File: config.mk
export PLATFORM = sky130hd
export DESIGN_NAME = twowire_counter_target
export DESIGN_NICKNAME = d
export VERILOG_FILES = /design/src/rtl/twc_pkg.sv /design/src/rtl/twc_line_filter.sv /design/src/rtl/twc_bus_cond.sv /design/src/rtl/twc_engine.sv /design/src/rtl/twowire_counter_target.sv
export SDC_FILE = /design/constraint.sdc
export NUM_CORES = 1
export LEC_CHECK = 0
export ABC_CLOCK_PERIOD_IN_PS = 3150
export BUFFER_PORTS_ARGS = -buffer_cell sky130_fd_sc_hd__buf_2
export CORE_ASPECT_RATIO = 1.2
export CORE_MARGIN = 4
export CORE_UTILIZATION = 58
export CTS_BUF_LIST = sky130_fd_sc_hd__clkbuf_8 sky130_fd_sc_hd__clkbuf_16
export CTS_CLUSTER_DIAMETER = 50
export DETAILED_ROUTE_END_ITERATION = 10
export PLACE_DENSITY = 0.8
export SYNTH_ARGS = -nofsm -noshare
export SYNTH_HDL_FRONTEND = slang
export SYNTH_SLANG_ARGS = --single-unit
File: constraint.sdc
create_clock -name clk -period 3.15 [get_ports clk]
set_clock_uncertainty 0.2 [all_clocks]
set_input_delay 0.315 -clock clk [delete_from_list [all_inputs] [get_ports clk]]
set_output_delay 0.315 -clock clk [all_outputs]
set_load 0.05 [all_outputs]
File: src/rtl/twc_pkg.sv
package twc_pkg;
  typedef enum logic [2:0] {
    ST_IDLE  = 3'd0,
    ST_ADDR  = 3'd1,
    ST_WRITE = 3'd2,
    ST_READ  = 3'd3,
    ST_HOLD  = 3'd4
  } twc_state_t;

  localparam int BYTE_W = 8;
  localparam int CMD_W = 3;
  localparam logic [CMD_W-1:0] CMD_CLR = 3'b010;
endpackage

File: src/rtl/twc_line_filter.sv
module twc_line_filter #(
  parameter int FILT_LEN = 3
) (
  input  logic clk,
  input  logic rst_n,
  input  logic raw,
  output logic filt
);
  localparam int CW = $clog2(FILT_LEN + 1);

  logic s1, s2;
  logic [CW-1:0] run;

  always_ff @(posedge clk or negedge rst_n) begin
    if (!rst_n) begin
      s1   <= 1'b1;
      s2   <= 1'b1;
      filt <= 1'b1;
      run  <= '0;
    end else begin
      s1 <= raw;
      s2 <= s1;
      if (s2 == filt) begin
        run <= '0;
      end else if (run == CW'(FILT_LEN - 1)) begin
        filt <= s2;
        run  <= '0;
      end else begin
        run <= run + 1'b1;
      end
    end
  end
endmodule

File: src/rtl/twc_bus_cond.sv
module twc_bus_cond (
  input  logic clk,
  input  logic rst_n,
  input  logic scl_f,
  input  logic sda_f,
  output logic scl_rise,
  output logic scl_fall,
  output logic start_c,
  output logic stop_c
);
  logic scl_p, sda_p;

  always_ff @(posedge clk or negedge rst_n) begin
    if (!rst_n) begin
      scl_p <= 1'b1;
      sda_p <= 1'b1;
    end else begin
      scl_p <= scl_f;
      sda_p <= sda_f;
    end
  end

  assign scl_rise = scl_f & ~scl_p;
  assign scl_fall = ~scl_f & scl_p;
  assign start_c  = scl_f & scl_p & sda_p & ~sda_f;
  assign stop_c   = scl_f & scl_p & ~sda_p & sda_f;
endmodule

File: src/rtl/twc_engine.sv
module twc_engine
  import twc_pkg::*;
#(
  parameter logic [6:0] TGT_ADDR = 7'b0110010,
  parameter int REG_BYTES = 3,
  localparam int REG_W = REG_BYTES * BYTE_W
) (
  input  logic             clk,
  input  logic             rst_n,
  input  logic             scl_lvl,
  input  logic             sda_lvl,
  input  logic             scl_rise,
  input  logic             scl_fall,
  input  logic             start_c,
  input  logic             stop_c,
  input  logic [REG_W-1:0] count_in,
  output logic             sda_pull,
  output logic             bus_busy,
  output logic             clr_strobe,
  output logic [REG_W-1:0] scratch_q
);
  localparam int IW = $clog2(REG_BYTES + 2);
  localparam logic [IW-1:0] IDX_MAX = IW'(REG_BYTES + 1);

  twc_state_t state;
  logic [3:0]        bitcnt;
  logic [7:0]        shreg;
  logic [IW-1:0]     idx;
  logic              rd_mode, ptr_scr, wr_ok, mnack;
  logic [REG_W-1:0]  snap;
  logic              start_ok, stop_ok;
  logic [7:0]        rd_cur, rd_nxt;

  function automatic logic [7:0] rd_sel(input logic [IW-1:0] k,
                                        input logic [REG_W-1:0] src);
    logic [7:0] v;
    v = 8'hFF;
    for (int i = 0; i < REG_BYTES; i++)
      if (k == IW'(i)) v = src[REG_W-1-BYTE_W*i -: BYTE_W];
    return v;
  endfunction

  // a condition on the bus is invisible while this side holds SDA low
  assign start_ok = start_c & ~sda_pull;
  assign stop_ok  = stop_c & ~sda_pull;
  assign rd_cur   = rd_sel(idx, ptr_scr ? scratch_q : snap);
  assign rd_nxt   = rd_sel((idx == IDX_MAX) ? idx : idx + 1'b1,
                           ptr_scr ? scratch_q : snap);

  always_ff @(posedge clk or negedge rst_n) begin
    if (!rst_n) begin
      state      <= ST_IDLE;
      bitcnt     <= '0;
      shreg      <= '0;
      idx        <= '0;
      rd_mode    <= 1'b0;
      ptr_scr    <= 1'b0;
      wr_ok      <= 1'b0;
      mnack      <= 1'b0;
      snap       <= '0;
      sda_pull   <= 1'b0;
      bus_busy   <= 1'b0;
      clr_strobe <= 1'b0;
      scratch_q  <= '0;
    end else begin
      clr_strobe <= 1'b0;
      if (start_ok) begin
        state    <= ST_ADDR;
        bitcnt   <= '0;
        idx      <= '0;
        wr_ok    <= 1'b0;
        snap     <= count_in;
        bus_busy <= 1'b1;
      end else if (stop_ok) begin
        state    <= ST_IDLE;
        bitcnt   <= '0;
        ptr_scr  <= 1'b0;
        bus_busy <= 1'b0;
      end else begin
        case (state)
          ST_ADDR, ST_WRITE: begin
            if (scl_rise) begin
              if (bitcnt < 4'd8) shreg <= {shreg[6:0], sda_lvl};
              bitcnt <= bitcnt + 1'b1;
            end else if (scl_fall && bitcnt == 4'd8) begin
              if (state == ST_ADDR) begin
                if (shreg[7:1] == TGT_ADDR) begin
                  sda_pull <= 1'b1;
                  rd_mode  <= shreg[0];
                end else begin
                  state <= ST_HOLD;
                end
              end else begin
                sda_pull <= 1'b1;
                if (idx == '0) begin
                  ptr_scr <= ~shreg[7];
                  wr_ok   <= shreg[7];
                end else if (wr_ok) begin
                  for (int i = 0; i < REG_BYTES; i++)
                    if (idx == IW'(i + 1))
                      scratch_q[REG_W-1-BYTE_W*i -: BYTE_W] <= shreg;
                  if (idx == IW'(REG_BYTES) && shreg[CMD_W-1:0] == CMD_CLR)
                    clr_strobe <= 1'b1;
                end
              end
            end else if (scl_fall && bitcnt == 4'd9) begin
              bitcnt <= '0;
              if (state == ST_ADDR) begin
                if (rd_mode) begin
                  state    <= ST_READ;
                  sda_pull <= ~rd_cur[7];
                end else begin
                  state    <= ST_WRITE;
                  sda_pull <= 1'b0;
                end
              end else begin
                sda_pull <= 1'b0;
                if (idx != IDX_MAX) idx <= idx + 1'b1;
              end
            end
          end
          ST_READ: begin
            if (scl_rise) begin
              if (bitcnt == 4'd8) mnack <= sda_lvl;
              bitcnt <= bitcnt + 1'b1;
            end else if (scl_fall) begin
              if (bitcnt != 4'd0 && bitcnt < 4'd8) begin
                sda_pull <= ~rd_cur[3'd7 - bitcnt[2:0]];
              end else if (bitcnt == 4'd8) begin
                sda_pull <= 1'b0;
              end else if (bitcnt == 4'd9) begin
                bitcnt <= '0;
                if (mnack) begin
                  state <= ST_HOLD;
                end else begin
                  if (idx != IDX_MAX) idx <= idx + 1'b1;
                  sda_pull <= ~rd_nxt[7];
                end
              end
            end
          end
          default: ;
        endcase
      end
    end
  end

  // the SDA drive only ever moves while SCL is low
  p_pull_scl_low_r1: assert property (@(posedge clk) disable iff (!rst_n)
    $changed(sda_pull) |-> !scl_lvl);

  // an acknowledge is raised only once a full byte has been clocked in
  p_ack_after_byte_r4: assert property (@(posedge clk) disable iff (!rst_n)
    ($rose(sda_pull) && state != ST_READ) |-> bitcnt == 4'd8);

  // once a start is taken the bus is marked busy
  p_busy_on_start_r2: assert property (@(posedge clk) disable iff (!rst_n)
    start_ok |=> bus_busy);

  // in idle or parked states SDA is never pulled
  p_quiet_parked_r10: assert property (@(posedge clk) disable iff (!rst_n)
    (state == ST_IDLE || state == ST_HOLD) |-> !sda_pull);

  // the clear command is a single-cycle pulse
  p_clr_single_r5: assert property (@(posedge clk) disable iff (!rst_n)
    clr_strobe |=> !clr_strobe);

  // bit counter stays inside one nine-clock frame
  p_bitcnt_range_r1: assert property (@(posedge clk) disable iff (!rst_n)
    bitcnt <= 4'd9);
endmodule

File: src/rtl/twowire_counter_target.sv
module twowire_counter_target #(
  parameter logic [6:0] TGT_ADDR = 7'b0110010,
  parameter int FILT_LEN = 3,
  parameter int REG_BYTES = 3,
  localparam int REG_W = REG_BYTES * 8
) (
  input  logic             clk,
  input  logic             rst_n,
  input  logic             scl_in,
  input  logic             sda_in,
  input  logic [REG_W-1:0] count_in,
  output logic             sda_pull,
  output logic             bus_busy,
  output logic             clr_strobe,
  output logic [REG_W-1:0] scratch_q
);
  logic [1:0] raw_v, filt_v;
  logic scl_rise, scl_fall, start_c, stop_c;

  assign raw_v = {sda_in, scl_in};

  for (genvar g = 0; g < 2; g++) begin : g_line
    twc_line_filter #(.FILT_LEN(FILT_LEN)) u_filt (
      .clk  (clk),
      .rst_n(rst_n),
      .raw  (raw_v[g]),
      .filt (filt_v[g])
    );
  end

  twc_bus_cond u_cond (
    .clk     (clk),
    .rst_n   (rst_n),
    .scl_f   (filt_v[0]),
    .sda_f   (filt_v[1]),
    .scl_rise(scl_rise),
    .scl_fall(scl_fall),
    .start_c (start_c),
    .stop_c  (stop_c)
  );

  twc_engine #(.TGT_ADDR(TGT_ADDR), .REG_BYTES(REG_BYTES)) u_eng (
    .clk       (clk),
    .rst_n     (rst_n),
    .scl_lvl   (filt_v[0]),
    .sda_lvl   (filt_v[1]),
    .scl_rise  (scl_rise),
    .scl_fall  (scl_fall),
    .start_c   (start_c),
    .stop_c    (stop_c),
    .count_in  (count_in),
    .sda_pull  (sda_pull),
    .bus_busy  (bus_busy),
    .clr_strobe(clr_strobe),
    .scratch_q (scratch_q)
  );
endmodule

==> results.yml, run 1 <==
detailed_routing:
  vias: 3261
  ant_nets: 0
  drtPass1Iterations: 5
  drt_iter0_markers: 246
  routedWlPerCell_microns: 20.2
  vias_per_cell: 6.19
  totalWireLength_mm: 10.7
  post-route-drc-count: 0
synthesis:
  syn_avg_cell_area_sq_um: 11.9
  yosys-top-cells-area: "dfrtp_1 (46%), mux2_2 (17%), dfstp_2 (5.0%), mux2i_1 (3.3%), ha_1 (3.3%)"
  synthXorXnorAreaFrac_pct: 0.834
  synth_edf_count: 0
  ys_ff_latch: 85
  synth_warnings: 0
  synth_top_area_cell: "dfrtp_1"
  synth_fa_ha_area_share_pct: 3.27
  yosys_most_used_dff: "dfrtp_1"
  synthMuxAreaShare_pct: 20.8
  synth_cell_types: 51
  synth-simple-area-share_pct: 11.2
  netlist_instances: 354
  synth_top_family_by_area: "multiplexers"
  synth_area_sq_um: 4200
  async_flop_share_pct: 100
  synth_compound_area_share_pct: 10.4
  yosysTopAreaCellShare_pct: 45.8
  yosysSeqAreaShare_pct: 50.8
  syn-num-nets: 393
floorplan:
  die_w_microns: 85.7
  initial_core_util_pct: 60.6
  die_area_sq_um: 8680
  core_sq_um: 6940
  pin_count: 55
  fp.dieH_microns: 101
  num_rows: 33
timing:
  rsz0062_at_grt: "no"
  finalCritPeriodShare_pct: 90.3
  worstMarginPinSlew_ns: 1.04
  clock.fmax_ghz: 0.352
  fin_tns_setup_ns: 0
  finalHoldViolCount: 0
  finalSetupViolCount: 0
  max_slew_margin_pct: 30.4
  slew_violations: 0
  period_minus_slack_ns: 2.84
critical_path:
  crit_chain: "nor4b_4 > nand2_1 > or3_1 > nor3_1 > and2_1 > mux2_2"
  ff2ff_setup_slack_ns: 0.31
  worstReg2RegEnd: "u_eng.scratch_q[1]"
  worst-setup-path-type: "reg -> reg"
  worst_setup_path_start_kind: "flip-flop"
  r2r.worst_path.cells: 6
  crit_path_top_delay_cell: "dfrtp_1"
  cp.arrival_ns: 2.89
  crit_path_end_kind: "flip-flop"
  cp.required_ns: 3.20
  cp_max_fo: 10
  slowest_delay_ns: 0.51
  r2r_start: "u_eng.bitcnt[0]"
clocking:
  cts_hold_buf: 27
  cts-root-buf: "clkbuf_8"
  cts_num_sinks: 85
  post_cts_buffers: 0
  worstSkewPairLatency_ns: 0.36
  ctsHtreeMaxLevel: 3
  numCtsBuffers: 9
  clk_path_buf_depth: 2
  clk_pin_slew_ns: 0.09
  cts_tree: "done"
  cts-resized-gates: 0
cells_and_area:
  antenna_cells: 0
  syn_to_final_growth_pct: 19.2
  final_core_util_pct: 72.2
  nNetsFinal: 474
  drive_gt1_share_pct: 35.2
pwr:
  p_leak_nw: 2.34
  p_seq_share_pct: 43.4
  ir_drop_uv: 502
  p_sw_share_pct: 40.5
  p_per_area_nw_per_um2: 793
  power_frac_clock_pct: 18.1
  p_int_mw: 2.36
  pwr-share-comb_pct: 38.6
  p_sw_mw: 1.61
worst_hold_path:
  hold_depth: 0
  hp-class: "reg -> reg"
  min_to: "g_line[0].u_filt.s2"
  hold_path.startpoint: "g_line[0].u_filt.s1"
status:
  status: "completed"
global_routing:
  grt_max_degree: 86
  track_usage_pct: 26.4
  grt_overflow: 0
  antenna_found_initial: 0
  grt_pass1_wl_mm: 17.4
  grt_pass1_vias: 3298
placement:
  port_buffers: 54
  gp_congestion: 0.939
  dp_hpwl_mm: 7.52
job:
  maxCapViolCount: 0
[stage by stage]
stage | area (sq um) | cells | power (mW) | setup slack, ns | hold WS (ns)
final | 5010 | 527 | 3.97 | 0.307 | 0.158
after global routing | 5010 | 527 | 4.23 | 0.187 | 0.166
after CTS | 5010 | 527 | 3.96 | 0.333 | 0.160
after detailed placement | 4560 | 484 | 3.19 | 0.363 | 0.149
after global placement | 4560 | 484 | 3.15 | 0.517 | 0.146
after floorplan | 4200 | 354 | 2.74 | 0.587 | -0.181
[critical path: cells and delay by family (launching register included)]
family	cells	cell delay, ns
mux	1	0.40
simple gates	5	1.62
flops	1	0.51
[cell usage in the layout (no fill, tap or decap), types with 2 or more instances in the layout]
master          n
dlygate4sd3_1  27
or3_1           4
and2_1          4
nor3_1          7
buf_4           6
o21ai_0        15
nand3_1         5
o2111ai_1       2
a2111oi_0       3
a21o_1          4
clkbuf_8        9
nand4_1         7
and3_1          2
a31oi_1         5
nor3b_1         5
o22ai_1         3
ha_1           11
dfstp_2         8
nand2_1        23
a221oi_1        3
inv_1          13
nor2b_1         6
mux2i_1        14
xor2_1          2
a21oi_1         8
xnor2_1         2
mux2_2         65
dfrtp_1        77
nor2_1         12
o221ai_1        6
clkinvlp_4      4
a32o_1          2
buf_2          53
[power groups by stage]
stage	registers [mW]	clock network [mW]	logic [mW]
floorplan	1.63	0	1.11
global placement	1.72	0	1.43
detailed placement	1.73	0	1.46
CTS	1.71	0.740	1.51
global route	1.76	0.787	1.68
finish	1.72	0.718	1.53
[cell type report]
type,count,area (sq um)
Tap cell,87,109
Timing Repair Buffer,86,581
Clock inverter,7,58.8
Clock buffer,9,124
Multi-Input combinational cell,240,1950
Fill cell,473,1930
Inverter,13,48.8
Sequential cell,85,2140
[how the worst max path moves through the flow]
stage / from / endpoint / slack, ns
global route: u_eng.bitcnt[0] / u_eng.scratch_q[1] / 0.19
global placement: u_cond.scl_p / u_eng.scratch_q[1] / 0.52
CTS: u_eng.bitcnt[0] / u_eng.scratch_q[1] / 0.33
detailed placement: u_eng.bitcnt[0] / u_eng.scratch_q[0] / 0.36
finish: u_eng.bitcnt[0] / u_eng.scratch_q[1] / 0.31
floorplan: u_eng.bitcnt[0] / u_eng.scratch_q[10] / 0.59
[cell usage after synthesis (5+ instances only)]
cell,instances
dfstp_2,8
nand2_1,23
mux2_2,65
o21ai_0,15
nor3_1,7
o221ai_1,6
a31oi_1,5
a21oi_1,8
clkbuf_1,7
nor2b_1,6
dfrtp_1,77
nor2_1,12
ha_1,11
mux2i_1,14
nand4_1,7
nor3b_1,5
buf_2,5
inv_1,13
nand3_1,5
[layer usage]
layer | up-vias | routed length (microns) | GRT usage, %
li1 | 1468 | - | -
met1 | 1605 | 4310 | 32.8
met2 | 154 | 5340 | 43.9
met3 | 34 | 590 | 5.53
met4 | 0 | 418 | 13.0
met5 | - | 0 | 0
[sequential cells by signal (all words and copies together) (netlist names), 2 cells and up]
| signal | cells |
|---|---|
| u_eng.idx | 3 |
| g_line.u_filt.s2 | 2 |
| u_eng.state | 3 |
| g_line.u_filt.s1 | 2 |
| u_eng.snap | 24 |
| u_eng.scratch_q | 24 |
| u_eng.bitcnt | 4 |
| u_eng.shreg | 8 |
| g_line.u_filt.run | 4 |
| g_line.u_filt.filt | 2 |
[logic make-up after synthesis]
| family | Yosys count |
|---|---|
| AOI/OAI and AO/OA | 62 |
| muxes | 79 |
| buffers and inverters | 29 |
| and+or+nand+nor | 84 |
| adders and majority gates | 11 |
| xor gates and xnor gates | 4 |
| DFF | 85 |
Note: power is estimated with default switching activity, not from simulation.
==> run 2, diff against run 1 <==
Settings changed: ABC_CLOCK_PERIOD_IN_PS 3150 to 2600, CORE_UTILIZATION 58 to 52, PLACE_DENSITY 0.8 to 0.76.
Clock period 3.15 ns to 2.6 ns, I/O delays scaled along.
==> results.yml, run 2 (synthesis results as in run 1) <==
status:
  status: "completed"
critical_path:
  worst-setup-path-type: "reg -> reg"
  worst_setup_path_start_kind: "flip-flop"
  cp_max_fo: 8
  crit_path_end_kind: "flip-flop"
  worstReg2RegEnd: "u_eng.scratch_q[12]"
  r2r.worst_path.cells: 7
  ff2ff_setup_slack_ns: 0.10
  r2r_start: "u_cond.scl_p"
  cp.required_ns: 2.65
  critPathCapture: "u_eng.scratch_q[12]"
  cp-startpoint: "u_cond.scl_p"
  cp.arrival_ns: 2.54
placement:
  port_buffers: 54
  dpl_cell_area_sq_um: 4730
  dp_hpwl_mm: 7.47
  dp_cells: 506
  gp_congestion: 0.933
global_routing:
  grt_max_degree: 50
  grt_overflow: 0
  track_usage_pct: 23.0
  antenna_found_initial: 0
  grt_pass1_vias: 3408
  grt_pass1_wl_mm: 17.4
detailed_routing:
  vias_per_cell: 5.99
  vias: 3287
  routedWlPerCell_microns: 19.3
  totalWireLength_mm: 10.6
  drt_iter0_markers: 232
  post-route-drc-count: 0
  ant_nets: 0
  drtPass1Iterations: 4
clocking:
  clk_path_buf_depth: 2
  cts_tree: "done"
  clk_pin_slew_ns: 0.08
  cts_num_sinks: 85
  worstSkewPairLatency_ns: 0.37
  numCtsBuffers: 9
  post_cts_buffers: 0
  cts-root-buf: "clkbuf_8"
  ctsHtreeMaxLevel: 3
cells_and_area:
  top_regs: "u_eng.scratch_q: 24 flops, u_eng.snap: 24 flops, u_eng.shreg: 8 flops"
  nNetsFinal: 491
  final_core_util_pct: 66.9
  mostFrequentLayoutCells: "dfrtp_1 (77), mux2_2 (65), buf_2 (53), dlygate4sd3_1 (27), nand2_1 (23)"
  drive_gt1_share_pct: 38.1
  nFillCells: 587
  final_cell_count_no_fill: 549
  syn_to_final_growth_pct: 24.0
  antenna_cells: 0
  final_common_cell: "dfrtp_1"
  fin_area_sq_um: 5210
floorplan:
  die_area_sq_um: 9590
  core_sq_um: 7790
  die_w_microns: 90.1
  initial_core_util_pct: 53.9
  pin_count: 55
  num_rows: 35
  fp.dieH_microns: 106
timing:
  finalSetupViolCount: 0
  clock.fmax_ghz: 0.400
  fin_tns_setup_ns: 0
  worstMarginPinSlew_ns: 0.478
  finalCritPeriodShare_pct: 96.1
  rsz0062_at_grt: "no"
  finalHoldViolCount: 0
  max_slew_margin_pct: 68.1
  period_minus_slack_ns: 2.50
  slew_violations: 0
worst_hold_path:
  hp-class: "reg -> reg"
job:
  maxCapViolCount: 0
pwr:
  p_seq_share_pct: 41.0
  power_frac_clock_pct: 19.0
  p_leak_nw: 2.47
  p_sw_share_pct: 38.7
  p_sw_mw: 1.94
  p_int_mw: 3.08
  p_per_area_nw_per_um2: 964
  ir_drop_uv: 729
  pwr-share-comb_pct: 40.0
[run 2: area by class of cell]
cell class                      count  area (sq um)  area share (%)
Clock buffer                       10           138            2.64
Clock inverter                      6          63.8            1.22
Inverter                           13          48.8           0.936
Multi-Input combinational cell    240          1960            37.7
Sequential cell                    85          2140            41.0
Tap cell                           92           115            2.21
Timing Repair Buffer              103           746            14.3
[run 2: worst min-delay path by stage]
stage / start / endpoint / slack [ns] / cells past startpoint
2_1_floorplan: rst_n / g_line[0].u_filt.run[0] / -0.24 / 0
3_3_place_gp: rst_n / u_eng.snap[14] / 0.05 / 1
3_5_place_dp: rst_n / u_eng.snap[14] / 0.05 / 1
4_1_cts: g_line[1].u_filt.s1 / g_line[1].u_filt.s2 / 0.16 / 0
5_1_grt: g_line[0].u_filt.s1 / g_line[0].u_filt.s2 / 0.16 / 0
6_report: g_line[0].u_filt.s1 / g_line[0].u_filt.s2 / 0.16 / 0
[run 2: what timing repair did]
action | CTS | global route
gates resized for setup | 0 | 3
endpoints found under the hold margin | 61 | 0
hold buffers | 27 | 0
setup endpoints to repair | 0 | 9
[run 2: per-layer routing]
metal / vias to the layer above / global-route usage [%] / share of wire (%)
met2: 113 / 40.4 / 51
met3: 23 / 4.46 / 5.1
met5: - / 0 / 0
met1: 1652 / 27.8 / 41
li1: 1499 / - / -
met4: 0 / 8.86 / 2.6
[run 2: through the flow]
stage | worst slack (ns) | hold slack, ns | total power [mW]
finish | 0.102 | 0.159 | 5.02
global route | 0.0137 | 0.163 | 5.31
CTS | 0.0593 | 0.160 | 4.97
detailed placement | 0.0824 | 0.0503 | 3.98
global placement | 0.127 | 0.0472 | 3.91
floorplan | 0.0373 | -0.236 | 3.32
[run 2: critical path, stage by stage (launching register included)]
cell	delay [ns]
dfstp_2	0.55
inv_1	0.04
ha_1	0.19
or3_1	0.42
buf_4	0.18
nor4_4	0.24
buf_4	0.23
mux2_2	0.35
[run 2: power groups by stage]
stage / registers (mW) / logic [mW] / clock network (mW)
after CTS: 2.05 / 1.95 / 0.968
after detailed placement: 2.07 / 1.90 / 0
after global placement: 2.05 / 1.86 / 0
after floorplan: 1.98 / 1.34 / 0
final: 2.06 / 2.01 / 0.955
after global routing: 2.11 / 2.19 / 1.02
==> run 3, diff against run 2 <==
Settings changed: GPL_TIMING_DRIVEN from default to 0, MAX_ROUTING_LAYER from default to met4.
==> results.yml, run 3 (synthesis results as in run 1) <==
clocking:
  clk_pin_slew_ns: 0.09
  numCtsBuffers: 9
  worstSkewPairLatency_ns: 0.36
  clk_path_buf_depth: 2
  cts_tree: "done"
  cts-root-buf: "clkbuf_8"
  cts_num_sinks: 85
  ctsHtreeMaxLevel: 3
floorplan:
  initial_core_util_pct: 53.9
  die_w_microns: 90.1
  pin_count: 55
  fp.dieH_microns: 106
  core_sq_um: 7790
  num_rows: 35
  die_area_sq_um: 9590
critical_path:
  cp_num_buf_inv: 3
  cp.arrival_ns: 2.61
  path_delay_family: "simple AND/OR/NAND/NOR gates"
  crit_path_end_kind: "flip-flop"
  r2r.worst_path.cells: 8
  crit_chain: "inv_1 > ha_2 > or3_1 > buf_2 > nor3_4 > and2_1 > buf_6 > mux2_2"
  worst-setup-path-type: "reg -> reg"
  cp.required_ns: 2.64
  cp_max_fo: 9
  worst_setup_path_start_kind: "flip-flop"
  ff2ff_setup_slack_ns: 0.03
  slowest_delay_ns: 0.57
  worstSetupPathDepth: 8
  crit_path_top_delay_cell: "dfstp_2"
job:
  maxCapViolCount: 0
detailed_routing:
  drtPass1Iterations: 4
  vias_per_cell: 5.95
  drt_iter0_markers: 155
  post-route-drc-count: 0
  ant_nets: 0
  vias: 3238
  totalWireLength_mm: 10.5
  routedWlPerCell_microns: 19.3
placement:
  gp_congestion: 0.899
  dp_hpwl_mm: 7.44
  port_buffers: 54
timing:
  slew_violations: 0
  fin_tns_setup_ns: 0
  finalSetupViolCount: 0
  period_minus_slack_ns: 2.57
  rsz0062_at_grt: "yes"
  finalCritPeriodShare_pct: 98.9
  holdWs_ns: 0.159
  finalHoldViolCount: 0
  max_slew_margin_pct: 63.1
  worstMarginPinSlew_ns: 0.553
  clock.fmax_ghz: 0.389
global_routing:
  grt_pass1_vias: 3510
  grt_pass1_wl_mm: 17.6
  grt_max_degree: 45
  track_usage_pct: 23.9
  grt_overflow: 0
  antenna_found_initial: 0
cells_and_area:
  mostFrequentLayoutCells: "dfrtp_1 (74), mux2_2 (65), buf_2 (59), dlygate4sd3_1 (27), nand2_1 (23)"
  final_common_cell: "dfrtp_1"
  nNetsFinal: 486
  drive_gt1_share_pct: 38.3
  syn_to_final_growth_pct: 23.6
  top_regs: "u_eng.scratch_q: 24 flops, u_eng.snap: 24 flops, u_eng.shreg: 8 flops"
  antenna_cells: 0
  final_core_util_pct: 66.6
worst_hold_path:
  hold_depth: 0
  hp-class: "reg -> reg"
status:
  status: "completed"
pwr:
  p_leak_nw: 2.44
  p_per_area_nw_per_um2: 966
  ir_drop_uv: 613
run 3: layout make-up:
class / count / area (sq um)
Timing Repair Buffer: 86 / 606
Tap cell: 92 / 115
Fill cell: 584 / 2600
Inverter: 13 / 48.8
Multi-Input combinational cell: 240 / 1990
Sequential cell: 85 / 2140
Clock inverter: 6 / 86.3
Buffer: 12 / 68.8
Clock buffer: 10 / 138
run 3: worst paths after layout:
path	startpoint	to
setup / recovery	u_cond.scl_p	u_eng.scratch_q[6]
hold / removal	g_line[0].u_filt.s1	g_line[0].u_filt.s2
setup reg to reg	u_cond.scl_p	u_eng.scratch_q[6]
hold reg to reg	g_line[0].u_filt.s1	g_line[0].u_filt.s2
max in group asynchronous	rst_n	g_line[0].u_filt.s1
min in group asynchronous	rst_n	u_eng.scratch_q[14]
run 3: worst reg2reg max path: cells and delay by family (launching register included):
kind	cells	cell delay, ns
fa+ha+maj	1	0.21
buf+inv	3	0.39
flops	1	0.57
mux	1	0.36
simple gates	3	0.72
run 3: where the power goes:
part	switching [mW]	leakage, nW	internal, mW
clock network	0.486	0.118	0.568
registers	0.359	1.10	1.70
logic	1.06	1.22	0.844
total	1.90	2.44	3.12
run 3: metrics by stage:
step                instance area (sq um)  power, mW  cells  setup WS [ns]
global placement                     4590       3.80    500         -0.354
floorplan                            4200       3.32    354         0.0373
CTS                                  5170       5.00    544        0.00235
finish                               5190       5.02    544         0.0276
detailed placement                   4610       3.88    501         -0.398
global route                         5190       5.33    544        -0.0414
run 3: timing repair:
| item | 4_1_cts | 5_1_grt |
|---|---|---|
| resized for setup | 15 | 5 |
| hold endpoints to repair | 65 | 0 |
| pin swaps | 2 | 3 |
| buffers inserted | 2 | 2 |
| setup endpoints to repair | 53 | 34 |
| hold buffers | 27 | 0 |
run 3: layer usage:
metal / up-vias / part of all wire [%] / routed length, microns / track usage (%)
li1: 1493 / - / - / -
met1: 1623 / 41 / 4310 / 28.0
met2: 98 / 52 / 5480 / 41.1
met3: 24 / 4.1 / 427 / 3.61
met4: 0 / 2.9 / 309 / 10.1
met5: - / 0 / 0 / -
